**config.mk**
```make
export PLATFORM = sky130hd
export DESIGN_NAME = mbq_top
export DESIGN_NICKNAME = d
export VERILOG_FILES = /design/src/rtl/mbq_pkg.sv /design/src/rtl/mbq_datapath.sv /design/src/rtl/mbq_control.sv /design/src/rtl/mbq_top.sv
export SDC_FILE = /design/constraint.sdc
export NUM_CORES = 1
export LEC_CHECK = 0
export ABC_CLOCK_PERIOD_IN_PS = 1200
export BUFFER_PORTS_ARGS = -buffer_cell sky130_fd_sc_hd__buf_2
export CAP_MARGIN = 20
export CORE_AREA = 2 2 39 41
export DETAILED_ROUTE_END_ITERATION = 10
export DIE_AREA = 0 0 41 43
export PLACE_DENSITY = 0.42
export SETUP_SLACK_MARGIN = 0.02
export SYNTH_ARGS = -nofsm -noshare
export SYNTH_HDL_FRONTEND = slang
export SYNTH_SLANG_ARGS = --single-unit
export TNS_END_PERCENT = 1
```
**constraint.sdc**
```tcl
create_clock -name clk -period 1.2 [get_ports clk]
set_input_delay 0.06 -clock clk [delete_from_list [all_inputs] [get_ports clk]]
set_output_delay 0.06 -clock clk [all_outputs]
set_load 0.02 [all_outputs]
```
**src/rtl/mbq_pkg.sv**
```systemverilog
package mbq_pkg;
  typedef struct packed {
    logic launch;     // grant qualified and used this cycle
    logic reqActive;  // a registered request is waiting
  } mbqStrobe_t;

  typedef enum logic [1:0] {
    TEN_IDLE = 2'd0,
    TEN_ADDR = 2'd1,
    TEN_WIN  = 2'd2
  } tenure_e;
endpackage

```
**src/rtl/mbq_datapath.sv**
```systemverilog
module mbq_datapath
  import mbq_pkg::*;
(
  input  logic       clk,
  input  logic       rst,
  input  logic       bgN,
  input  logic       artryN,
  input  logic       tsInN,
  input  mbqStrobe_t strobe,
  output logic       busOk,
  output logic       brN,
  output logic       tsOutN
);
  logic artryLat;
  logic tsOutQ;

  always_ff @(posedge clk) begin
    if (rst) begin
      artryLat <= 1'b0;
      tsOutQ   <= 1'b1;
    end else begin
      artryLat <= ~artryN;
      tsOutQ   <= ~strobe.launch;
    end
  end

  // grant usable: granted, no retry now or last cycle, no start by anyone
  assign busOk  = ~bgN & artryN & ~artryLat & tsInN & tsOutQ;
  assign brN    = ~(strobe.reqActive & ~artryLat);
  assign tsOutN = tsOutQ;
endmodule

```
**src/rtl/mbq_control.sv**
```systemverilog
module mbq_control
  import mbq_pkg::*;
#(
  parameter bit PARK_EN = 1'b1
) (
  input  logic       clk,
  input  logic       rst,
  input  logic       needBus,
  input  logic       aackN,
  input  logic       artryN,
  input  logic       busOk,
  output mbqStrobe_t strobe,
  output logic       qualGrant
);
  tenure_e state;
  logic    reqPend;
  logic    retryPend;
  logic    want;
  logic    fire;

  generate
    if (PARK_EN) begin : g_park
      assign want = reqPend | retryPend | needBus;
    end else begin : g_noPark
      assign want = reqPend | retryPend;
    end
  endgenerate

  assign fire = want & busOk & (state == TEN_IDLE);

  always_ff @(posedge clk) begin
    if (rst) begin
      state     <= TEN_IDLE;
      reqPend   <= 1'b0;
      retryPend <= 1'b0;
    end else begin
      if (fire) begin
        if (retryPend) begin
          retryPend <= 1'b0;
          reqPend   <= reqPend | needBus;
        end else if (reqPend) begin
          reqPend <= needBus;
        end else begin
          reqPend <= 1'b0;
        end
      end else begin
        reqPend <= reqPend | needBus;
      end

      case (state)
        TEN_IDLE: if (fire) state <= TEN_ADDR;
        TEN_ADDR: begin
          if (!artryN) begin
            retryPend <= 1'b1;
            state     <= TEN_IDLE;
          end else if (!aackN) begin
            state <= TEN_WIN;
          end
        end
        TEN_WIN: begin
          if (!artryN) retryPend <= 1'b1;
          state <= TEN_IDLE;
        end
        default: state <= TEN_IDLE;
      endcase
    end
  end

  assign strobe.launch    = fire;
  assign strobe.reqActive = reqPend | retryPend;
  assign qualGrant        = fire;
endmodule

```
**src/rtl/mbq_top.sv**
```systemverilog
module mbq_top
  import mbq_pkg::*;
#(
  parameter bit PARK_EN = 1'b1
) (
  input  logic clk,
  input  logic rst,
  input  logic needBus,
  input  logic bgN,
  input  logic artryN,
  input  logic tsInN,
  input  logic aackN,
  output logic brN,
  output logic tsOutN,
  output logic qualGrant
);
  mbqStrobe_t strobe;
  logic       busOk;

  mbq_control #(.PARK_EN(PARK_EN)) u_ctl (
    .clk(clk), .rst(rst), .needBus(needBus), .aackN(aackN),
    .artryN(artryN), .busOk(busOk), .strobe(strobe), .qualGrant(qualGrant)
  );

  mbq_datapath u_dp (
    .clk(clk), .rst(rst), .bgN(bgN), .artryN(artryN), .tsInN(tsInN),
    .strobe(strobe), .busOk(busOk), .brN(brN), .tsOutN(tsOutN)
  );
endmodule

```
# ---- Word level (Yosys, flattened, before mapping)
# Cells that the tools add are included.
dict set report totals {
  register_bits 6
  word_cells 37
  output_inout_bits 3
  input_bits 7
}
dict set report classes {
  n_mux 10
  n_reduce_logical 3
  n_eq_ne 4
  bitwise 15
}
# cell count
set op_table {}
lappend op_table {{1-bit AND} 7}
lappend op_table {{1-bit two-way mux} 6}
lappend op_table {{2-bit two-way mux} 3}
lappend op_table {{1-bit NOT} 5}
lappend op_table {{2-bit case mux with 2 select lines} 1}
lappend op_table {{3-bit != test, second input constant} 1}
lappend op_table {{1-bit bitwise OR} 3}
lappend op_table {{2-bit by 1-bit == test with 1-bit output, second input constant} 1}
lappend op_table {{2-bit == test, second input constant} 1}
lappend op_table {{2-bit logical NOT} 1}
lappend op_table {{2-bit != test, second input constant} 1}
lappend op_table {{2-bit AND reduction} 1}
lappend op_table {{2-bit OR reduction} 1}

# ---- Depth between registers and ports, before layout
# Gate-level depths: netlist of run 1.
dict set report logic_depth {
  depth_word 10
  mapped_depth 5
  depth_no_buf 5
}

# ---- Cells and area by module
# A second synthesis of run 1 with hierarchy kept.
dict set report hier_totals {
  cells_unflattened 36
  hier_area_um2 312.8
}
# mod cells_each area_per_inst_um2 seq_area_each_um2 n_inst
set by_module_without_submodules {}
lappend by_module_without_submodules {mbq_control 29 244.0 80.1 1}
lappend by_module_without_submodules {mbq_datapath 7 68.8 40.0 1}

# ---- Worst setup path after synthesis of run 1
# No wires, ideal clock.
dict set report synth_timing {
  path_type {reg-to-reg}
  start {register u_ctl.state[0]}
  end {register u_ctl.state[1]}
  setup_time_ns 0.103
  period_less_slack_ns 1.199
  t_required_ns 1.097
  slack_ns 0.001
  t_arrival_ns 1.095
  n_path_buf 0
  path_stages_with_launch 6
  cell_sequence {dfxtp_1 > inv_1 > ha_1 > o21bai_1 > a41oi_1 > a2111oi_2}
}
dict set report synth_via {
  elab_chain_cells 4
  elab_cells_between_ends 7
  classes_between {3 x eq/ne; 1 x mux; 1 x bitwise; 2 x reduce/logical}
}
# element line_no
set synth_rtl {}
lappend synth_rtl {{start, declared} mbq_control.sv:15} ;# tenure_e state;
lappend synth_rtl {{start signal, assigned} mbq_control.sv:33} ;# state <= TEN_IDLE;
lappend synth_rtl {{start signal, assigned} mbq_control.sv:51} ;# TEN_IDLE: if (fire) state <= TEN_ADDR;
lappend synth_rtl {{start signal, assigned} mbq_control.sv:55} ;# state <= TEN_IDLE;
lappend synth_rtl {{2-bit logical NOT} {mbq_control.sv:29, mbq_control.sv:50}}
lappend synth_rtl {{1-bit AND} mbq_control.sv:29} ;# assign fire = want & busOk & (state == TEN_IDLE);
lappend synth_rtl {{2-bit != test (no line)} -}
lappend synth_rtl {{2-bit AND reduction (no line)} -}
# Parallel ways exist; a longest one is shown, timed or not.
# A chain may end at the register's enable or synchronous reset.

# ---- Final worst setup path of run 1
dict set report layout_timing {
  start {register u_dp.artryLat}
  end {output port qualGrant}
}
dict set report layout_via {
  elab_chain_cells 6
}
# element line_no
set layout_rtl {}
lappend layout_rtl {{start, declared} mbq_datapath.sv:14} ;# logic artryLat;
lappend layout_rtl {{start signal, assigned} mbq_datapath.sv:22} ;# artryLat <= ~artryN;
lappend layout_rtl {{1-bit NOT} mbq_datapath.sv:28} ;# assign busOk = ~bgN & artryN & ~artryLat & tsInN & tsOutQ;
lappend layout_rtl {{1-bit AND (3 in a row)} mbq_datapath.sv:28}
lappend layout_rtl {{1-bit AND (2 in a row)} mbq_control.sv:29}
lappend layout_rtl {{end, declared} mbq_top.sv:15} ;# output logic qualGrant
# No other way between the ends.

==> key figures, run 1 <==
Timing
  – Setup Skew: 4.52 ps
  – Final worst slack: -5.15 ps
  – Fin crit period: roughly 1200 ps
  – FMAX: 0.830 GHz
  – Worst hold slack: 65.2 ps
  – Worst-Margin Slew: 262 ps
  – Unrepaired setup endpoints after global routing: yes
  – Final-report max-slew violation count: 0
  – Hold Vio Cnt, Final: 0
  – Final period util: 100%
  – # setup viols final: 2
  – Worst slew margin: between 80 and 90%

Flow run
  – Max Cap Viol: 0

Placement
  – Placed Cells: 63
  – Dpl hpwl: between 600 and 700 um
  – GPL Wtd Cong: around 0.72
  – Port-buffer cells: 9

Synthesis
  – Syn. warnings: 0
  – Yosys cell types: 18
  – Average cell area after synthesis: 9.22 um^2
  – Synth Instances: 35
  – Synth Cell Area: 323 um^2
  – Sequential share of the synthesized area: between 30% and 40%
  – Syn_nets: 44
  – #FFs+latches synth: 6

Worst hold path
  – Hold crit path type: primary input to register
  – Hold path cells: 2

Worst setup path
  – CP Class: register to output port
  – R2R cell count: 4
  – CP required: between 1000 and 1500 ps
  – Delay-heaviest family, CP: simple AND/OR/NAND/NOR gates
  – Crit path depth: 4
  – Worst-path cell chain: nor3b_4 > nand3_2 > nor2_1 > buf_4
  – Slowest stage cell, crit path: dfxtp_2
  – Slowest stage delay, CP: approximately 330 ps
  – CP Capture Type: output port
  – WP data arrival: around 1200 ps
  – CP max FO: 2
  – Bufs and invs on worst path: 1
  – CP Launch Type: register

Global route
  – First-pass GRT wire length: 1340 um
  – GRT Total Usage: between 10% and 20%
  – Largest net degree at the start of global routing: 7
  – Total global routing overflow: 0
  – Antenna violations before repair: 0
  – Number of global-route vias before repair: approximately 340

Route
  – Final ANT Viol Nets: 0
  – Via count: about 330
  – Total Routed Length: approximately 850 um
  – 1st-pass router iterations: 1
  – Met2 wire length: between 400 and 500 um
  – Met1 wire length: 338 um
  – Top routing layer used: met3
  – Met3 WL post-DR: 38 um
  – Vias per inst: between 4 and 5
  – Initial drt markers: 0
  – DRC Markers: 0
  – Wire per inst: approximately 12 um

CTS
  – Worst skew pair latency: around 250 ps
  – Clock Path Buffers: 2
  – H-Tree Depth: 1
  – CTS tree: yes
  – CTS Root Cell: clkbuf_4
  – Num Clock Sinks: 6
  – Num CTS Buffers: 3
  – Clock slew at reported path FFs: 50 ps

Pwr
  – Worst IR Drop VDD: approximately 0.00033 V
  – Pwr per Cell Area: 1110 nW/um^2
  – Leakage: 0.207 nW

Die
  – Core Rows: 14
  – Core area: about 1400 um^2
  – Horiz. Die Dim: a little over 40 um
  – DIE AREA: 1760 um^2
  – Initial Util: between 20% and 30%
  – # IOs: 10
  – Die H: about 43 um

Outcome
  – Run status: finished, violations left
  – Failing checks: negative setup slack

Layout
  – Commonest non-fill, non-tap cell in the layout: buf_2
  – Most frequent cells in the layout: 8 x buf_2, 7 x buf_4, 4 x dfxtp_1
  – Diode count: 0
  – Fillers: 150
  – Layout Cells excl Fill: 69
  – Share of cells above drive strength 1: roughly 60%
  – Final-stage net count: 64
  – Layout area overhead: 54.7%
[path summary, 6_finish.rpt]
| check | startpoint | endpoint | slack (ps) |
|---|---|---|---|
| worst max-delay path | u_dp.artryLat$_SDFF_PP0_ | qualGrant | -5 |
| worst min-delay path | rst | u_ctl.state[0]$_SDFFE_PP0P_ | 70 |
| worst max register to register | u_dp.artryLat$_SDFF_PP0_ | u_dp.tsOutN$_SDFF_PP1_ | 0 |
| worst min register to register | u_ctl.state[0]$_SDFFE_PP0P_ | u_ctl.state[0]$_SDFFE_PP0P_ | 510 |
[Yosys cell counts]
library cell,count,area (um^2)
dfxtp_1,6,120
inv_1,5,18.8
a21oi_1,3,15.0
nor2_1,3,11.3
ha_1,2,25.0
nand3_1,2,10.0
o21bai_1,2,15.0
or3_1,2,12.5
a2111oi_2,1,15.0
a221oi_1,1,8.76
a311oi_1,1,8.76
a32o_1,1,10.0
a41oi_1,1,8.76
and2_1,1,6.26
and2_2,1,7.51
nand4_1,1,6.26
nor3_1,1,5.00
nor3b_4,1,18.8
[final cells by class]
class                   instances  area (um^2)  area share [%]
well taps                      16         20.0            4.01
repair buffers                 15         92.6            18.5
inverters                       5         18.8            3.76
multi-input cells              24          223            44.6
flip-flops and latches          6          123            24.6
clock buffers                   3         22.5            4.51
[power by group]
part           switching, mW  total [mW]  internal [mW]
clock                 0.0827       0.197          0.114
combinational         0.0658       0.135         0.0694
sequential            0.0107       0.223          0.212
total                  0.159       0.555          0.396
[per-stage QoR]
| step | power (mW) | instance area, um^2 | TNS [ps] | util, % | setup WS [ps] |
|---|---|---|---|---|---|
| 3_5_place_dp | 0.336 | 413 | -50.7 | 29.8 | -50.7 |
| 5_1_grt | 0.596 | 499 | -110 | 36.1 | -64.6 |
| 6_report | 0.555 | 499 | -8.50 | 36.1 | -5.15 |
| 2_1_floorplan | 0.287 | 325 | 0 | - | 41.5 |
| 4_1_cts | 0.559 | 480 | -21.8 | 34.7 | -19.1 |
| 3_3_place_gp | 0.332 | 413 | 0 | 29.8 | 18.2 |
[sequential cells by signal (all words and copies together) (netlist names)]
name / flops
u_ctl.state: 2
u_ctl.reqPend: 1
u_ctl.retryPend: 1
u_dp.artryLat: 1
u_dp.tsOutN: 1
[per-layer routing]
layer | global-route usage (%) | up-vias
li1 | - | 168
met2 | 17.8 | 8
met4 | 10.0 | 0
met5 | 0 | -
met1 | 12.2 | 152
met3 | 6.28 | 0
[cell families (layout without fill, tap and decap cells)]
family / after synthesis / after routing / synth area share, %
simple gates: 12 / 12 / 24.0
compound gates: 10 / 10 / 25.2
flops: 6 / 6 / 37.2
buf+inv: 5 / 23 / 5.81
fa+ha+maj: 2 / 2 / 7.75
[timing repair]
item,CTS,global route
endpoints found under the setup margin,3,5
hold endpoints to repair,0,0
setup buffers,2,1
pin swaps,3,4
resized for setup,8,4
hold buffers,0,0
No activity file was read; power rests on OpenSTA's default activity.
==> run 2, diff against run 1 <==
Settings changed: ABC_CLOCK_PERIOD_IN_PS 1200 to 1000.
Clock period 1.2 ns to 1 ns, I/O delays scaled along.
==> key figures, run 2 (same netlist as run 1, synthesis figures left out) <==
Outcome
  – Run status: finished, violations left
  – Failing checks: negative setup slack

CTS
  – CTS Root Cell: clkbuf_4
  – H-Tree Depth: 1
  – CTS tree: yes
  – Hold_buf cts: 0
  – Num Clock Sinks: 6
  – Clock Path Buffers: 2
  – Worst skew pair latency: ~250 ps
  – Clock slew at reported path FFs: approximately 50 ps
  – Num CTS Buffers: 3

Die
  – # IOs: 10
  – Die H: about 43 um
  – Horiz. Die Dim: 41 um
  – Core Rows: 14
  – Core area: ~1400 um^2
  – DIE AREA: approximately 1800 um^2
  – Initial Util: about a quarter

Pwr
  – Worst IR Drop VDD: 0.000852 V
  – Pwr per Cell Area: around 1200 nW/um^2
  – Leakage: roughly 0.23 nW

Worst setup path
  – CP max FO: 5
  – R2R cell count: 3
  – CP Launch Type: register
  – CP required: 950 ps
  – Reg-to-reg critical path endpoint: u_ctl.state[1]$_SDFFE_PP0P_
  – End of the critical path: qualGrant
  – Reg2reg start: u_ctl.retryPend$_SDFF_PP0_
  – CP Class: register to output port
  – CP Capture Type: output port
  – Flop2flop setup slack: -180 ps
  – WP data arrival: 1140 ps
  – Worst setup startpoint: u_ctl.state[0]$_SDFFE_PP0P_

Layout
  – Fillers: 143
  – Layout area overhead: 70.2%
  – Commonest non-fill, non-tap cell in the layout: buf_4
  – Most frequent cells in the layout: 9 x buf_4, 7 x buf_2, 4 x dfxtp_2
  – Diode count: 0
  – Number of flip-flops in the largest register: 2
  – Post-layout instance area: roughly 550 um^2
  – Final-stage net count: between 60 and 70
  – Share of cells above drive strength 1: a little over two thirds
  – Reg with most FFs: u_ctl.state

Placement
  – GPL Wtd Cong: between 0.8 and 0.9
  – Placed cell area: approximately 440 um^2
  – Dpl hpwl: between 600 and 700 um
  – Port-buffer cells: 9
  – Pre-CTS setup slack: -153 ps

Route
  – Total Routed Length: between 900 and 1000 um
  – 1st-pass router iterations: 3
  – Vias per inst: 4.74
  – Final ANT Viol Nets: 0
  – Via count: 341
  – DRC Markers: 0
  – Initial drt markers: 6
  – Wire per inst: 12.5 um

Timing
  – Fin crit period: between 1000 and 1500 ps
  – Worst slew margin: ~80%
  – Final period util: 119%
  – Final worst slack: -188 ps
  – # setup viols final: 7
  – Unrepaired setup endpoints after global routing: yes
  – FMAX: approximately 0.84 GHz
  – Worst-Margin Slew: between 200 and 300 ps
  – Setup Skew: approximately 5.2 ps
  – Final-report max-slew violation count: 0
  – Hold Vio Cnt, Final: 0

Flow run
  – Max Cap Viol: 0

Global route
  – GRT Total Usage: about 12%
  – Largest net degree at the start of global routing: 7
  – Number of global-route vias before repair: ~340
  – First-pass GRT wire length: between 1000 and 1500 um
  – Antenna violations before repair: 0
  – Total global routing overflow: 0

Worst hold path
  – Hold crit path type: primary input to register
-- run 2: timing repair --
item	4_1_cts	5_1_grt
setup endpoints to repair	7	7
pin swaps	4	4
hold endpoints to repair	0	0
gates resized for setup	13	3
buffers inserted	2	2
-- run 2: how the worst min path moves through the flow --
stage | start | slack (ps) | to | cells after the start
3_5_place_dp | rst | 320 | u_ctl.reqPend$_SDFF_PP0_ | 2
4_1_cts | rst | 60 | u_ctl.reqPend$_SDFF_PP0_ | 2
2_1_floorplan | rst | 120 | u_ctl.reqPend$_SDFF_PP0_ | 1
3_3_place_gp | rst | 310 | u_ctl.reqPend$_SDFF_PP0_ | 2
6_report | rst | 90 | u_ctl.reqPend$_SDFF_PP0_ | 2
5_1_grt | rst | 80 | u_ctl.reqPend$_SDFF_PP0_ | 2
-- run 2: per-layer routing --
| layer | vias up | part of all wire, % | track usage, % |
|---|---|---|---|
| met1 | 156 | 42 | 13.5 |
| li1 | 177 | - | - |
| met5 | - | 0 | 0 |
| met3 | 0 | 7.3 | 9.42 |
| met2 | 8 | 51 | 17.8 |
| met4 | 0 | 0 | 4.00 |
-- run 2: worst max-delay path, stage by stage (launching register included) --
cell	delay, ps
dfxtp_1	320
inv_2	80
ha_4	160
nand3_2	100
nor2_2	110
buf_4	140
-- run 2: where the power goes --
group	total [mW]	internal (mW)	switching (mW)
Combinational	0.189	0.0981	0.0905
Clock	0.222	0.136	0.0863
Sequential	0.268	0.256	0.0115
-- run 2: layout make-up --
cell class	instances	area (um^2)	share of cell area [%]
Clock buffer	3	22.5	4.10
Inverter	5	18.8	3.42
Multi-Input combinational cell	24	238	43.3
Sequential cell	6	125	22.8
Tap cell	16	20.0	3.64
Timing Repair Buffer	18	125	22.8
-- run 2: per-stage QoR --
stage | util [%] | hold WS, ps | setup TNS, ps | power (mW) | instances
floorplan | - | 122 | -155 | 0.349 | 35
global placement | 31.9 | 315 | -514 | 0.411 | 65
detailed placement | 31.9 | 319 | -491 | 0.411 | 65
CTS | 37.4 | 60.2 | -765 | 0.668 | 70
global route | 39.7 | 82.0 | -1180 | 0.721 | 72
finish | 39.7 | 85.0 | -774 | 0.678 | 72
==> run 3, diff against run 2 <==
Settings changed: ABC_AREA from default to 1, PLACE_DENSITY 0.42 to 0.41.
==> key figures, run 3 <==
Outcome
  – Run status: finished, violations left
  – Failing checks: negative setup slack

Global route
  – Number of global-route vias before repair: between 300 and 400
  – Met1 Resource Use GR: about 9.7%
  – Met2 GRT Util: roughly 16%
  – First-pass GRT wire length: 1150 um
  – Antenna violations before repair: 0
  – GRT Total Usage: 11.1%
  – Largest net degree at the start of global routing: 6
  – Most Crowded Layer GR: met2
  – GRT met3 Usage: under 10%
  – Total global routing overflow: 0

Worst setup path
  – R2R cell count: 6
  – CP Capture Type: output port
  – WP data arrival: 1030 ps
  – Worst setup startpoint: u_ctl.state[1]$_SDFFE_PP0P_
  – CP Launch Type: register
  – Flop2flop setup slack: -30 ps
  – CP required: approximately 950 ps
  – CP max FO: 2
  – Reg2reg start: u_ctl.state[0]$_SDFFE_PP0P_
  – Reg-to-reg critical path endpoint: u_ctl.state[0]$_SDFFE_PP0P_
  – CP Class: register to output port

Timing
  – Final period util: 108%
  – Fin crit period: about 1100 ps
  – Setup TNS Final: -150 ps
  – Hold Vio Cnt, Final: 0
  – Unrepaired setup endpoints after global routing: yes
  – Final worst slack: -78.2 ps
  – Worst slew margin: between 80% and 90%
  – Setup Skew: around 7.3 ps
  – Worst-Margin Slew: around 150 ps
  – Final-report max-slew violation count: 0
  – # setup viols final: 4
  – FMAX: ~0.93 GHz

Worst hold path
  – Hold path cells: 2
  – Endpoint, Worst Hold: u_dp.artryLat$_SDFF_PP0_
  – Hold crit path type: primary input to register
  – Hold path startpoint: artryN

Synthesis
  – Post-synthesis compound-gate area fraction: between 7 and 8%
  – Post-Synth Adder-Cell Area: 8.06%
  – Post-synthesis mux area share: 0%
  – Largest family of logic cells by synthesized area: simple AND/OR/NAND/NOR gates
  – Dominant cells by area after synthesis: dfxtp_1 39%, nand2_1 17%, inv_1 9.7%
  – #FFs+latches synth: 6
  – Simple-gate area share of the yosys netlist: ~36%
  – Average cell area after synthesis: around 7 um^2
  – Syn_nets: between 50 and 60
  – Synth cell count leaders: 14 x nand2_1, 8 x inv_1, 6 x dfxtp_1
  – Syn. warnings: 0
  – XOR/XNOR Fraction of Synth Area: 0%
  – Sequential share of the synthesized area: between 30 and 40%
  – Fraction of registers with async set/reset: 0%
  – Synth Cell Area: around 310 um^2
  – Yosys cell types: 12
  – Most frequent cell after synthesis: nand2_1
  – Synth Instances: 44
  – Top FF cell, synth: dfxtp_1
  – Dominant cell type by area after synthesis: dfxtp_1
  – Post-synth EDFFs: 0
  – Top-area cell type share of the netlist area: between 30 and 40%

Route
  – Vias per inst: 4.08
  – DRC Markers: 0
  – 1st-pass router iterations: 2
  – Final ANT Viol Nets: 0
  – Initial drt markers: 1
  – Total Routed Length: 705 um
  – Wire per inst: between 9 and 10 um
  – Via count: 318

Die
  – Horiz. Die Dim: slightly above 40 um
  – Core Rows: 14
  – Initial Util: roughly 22%
  – Die H: approximately 43 um
  – DIE AREA: around 1800 um^2
  – # IOs: 10
  – Core area: 1380 um^2

Pwr
  – Leakage: ~0.23 nW
  – Worst IR Drop VDD: around 0.00072 V
  – Pwr per Cell Area: 1510 nW/um^2

CTS
  – H-Tree Depth: 1
  – Num Clock Sinks: 6
  – CTS Root Cell: clkbuf_4
  – Clock Path Buffers: 2
  – Num CTS Buffers: 3
  – CTS tree: yes
  – Clock slew at reported path FFs: about 50 ps
  – Worst skew pair latency: between 200 and 300 ps

Layout
  – Post-layout instance area: ~480 um^2
  – Number of flip-flops in the largest register: 2
  – Layout Cells excl Fill: 78
  – Layout area overhead: 53.2%
  – Commonest non-fill, non-tap cell in the layout: nand2_1
  – Reg with most FFs: u_ctl.state
  – Most frequent cells in the layout: 14 x nand2_1, 7 x buf_2, 5 x inv_1, 5 x buf_4
  – Diode count: 0
  – Final-stage net count: between 70 and 80
  – Share of cells above drive strength 1: between 40% and 50%

Placement
  – GPL Wtd Cong: between 0.7 and 0.8
  – Port-buffer cells: 9
  – Placed Cells: 70
  – Dpl hpwl: 496 um
  – Placed cell area: approximately 390 um^2

Flow run
  – Max Cap Viol: 0
## run 3: cell count changes after synthesis, moves of 2 or more
cell     previous run  this run
or3_1               2         0
nand2_1             0        14
nor2_2              0         2
inv_1               5         8
## run 3: worst max-delay path, stage by stage (launching register included)
cell and delay, ps:
dfxtp_2 310, inv_2 70, ha_4 130, inv_2 40
nor2_4 110, buf_6 120
## run 3: cells by family (layout without fill, tap and decap cells)
kind of cell / after synthesis / in the layout
AND/OR/NAND/NOR: 24 / 24
buffers and inverters: 8 / 26
flip-flops: 6 / 6
AO/OA/AOI/OAI: 4 / 4
adder cells (fa/ha/maj): 2 / 2
## run 3: through the flow
stage	utilization, %	power [mW]	setup slack (ps)	hold slack, ps
final	34.4	0.716	-78.2	33.9
after detailed placement	27.9	0.423	-5.73	261
after CTS	34.4	0.725	-93.3	27.6
after floorplan	-	0.375	-13.2	128
after global routing	34.4	0.771	-136	48.4
after global placement	27.9	0.423	-12.0	260
## run 3: power by group
group | switching, mW | leakage (nW) | internal (mW) | total, mW
clock network | 0.0954 | 0.0150 | 0.152 | 0.247
logic | 0.100 | 0.167 | 0.0934 | 0.194
registers | 0.0133 | 0.0503 | 0.262 | 0.276
## run 3: cell type report
type                       count  area (um^2)
clock buffer                   4         26.3
timing repair buffer          14         93.8
tap                           16         20.0
sequential                     6          128
multi-input combinational     30          178
inverter                       8         30.0
fill                         168          908
## run 3: what timing repair did
action / CTS / global route
pin swaps: 4 / 2
setup endpoints to repair: 5 / 7
hold endpoints to repair: 1 / 0
setup buffers: 3 / 0
hold buffers: 1 / 0
gates resized for setup: 12 / 0
## run 3: worst max path at each step
stage,end,slack (ps),cells past startpoint
after detailed placement,u_ctl.reqPend$_SDFF_PP0_,-6,7
after CTS,qualGrant,-90,5
after floorplan,u_ctl.reqPend$_SDFF_PP0_,-10,7
after global placement,u_ctl.reqPend$_SDFF_PP0_,-10,7
after global routing,qualGrant,-140,5
final,qualGrant,-80,5
## run 3: per-layer routing
layer	vias up	part of all wire [%]	routed length, um
met4	0	3.8	27
met3	5	6.7	47
met1	137	41	291
li1	169	-	-
met2	7	48	337
met5	-	0	0
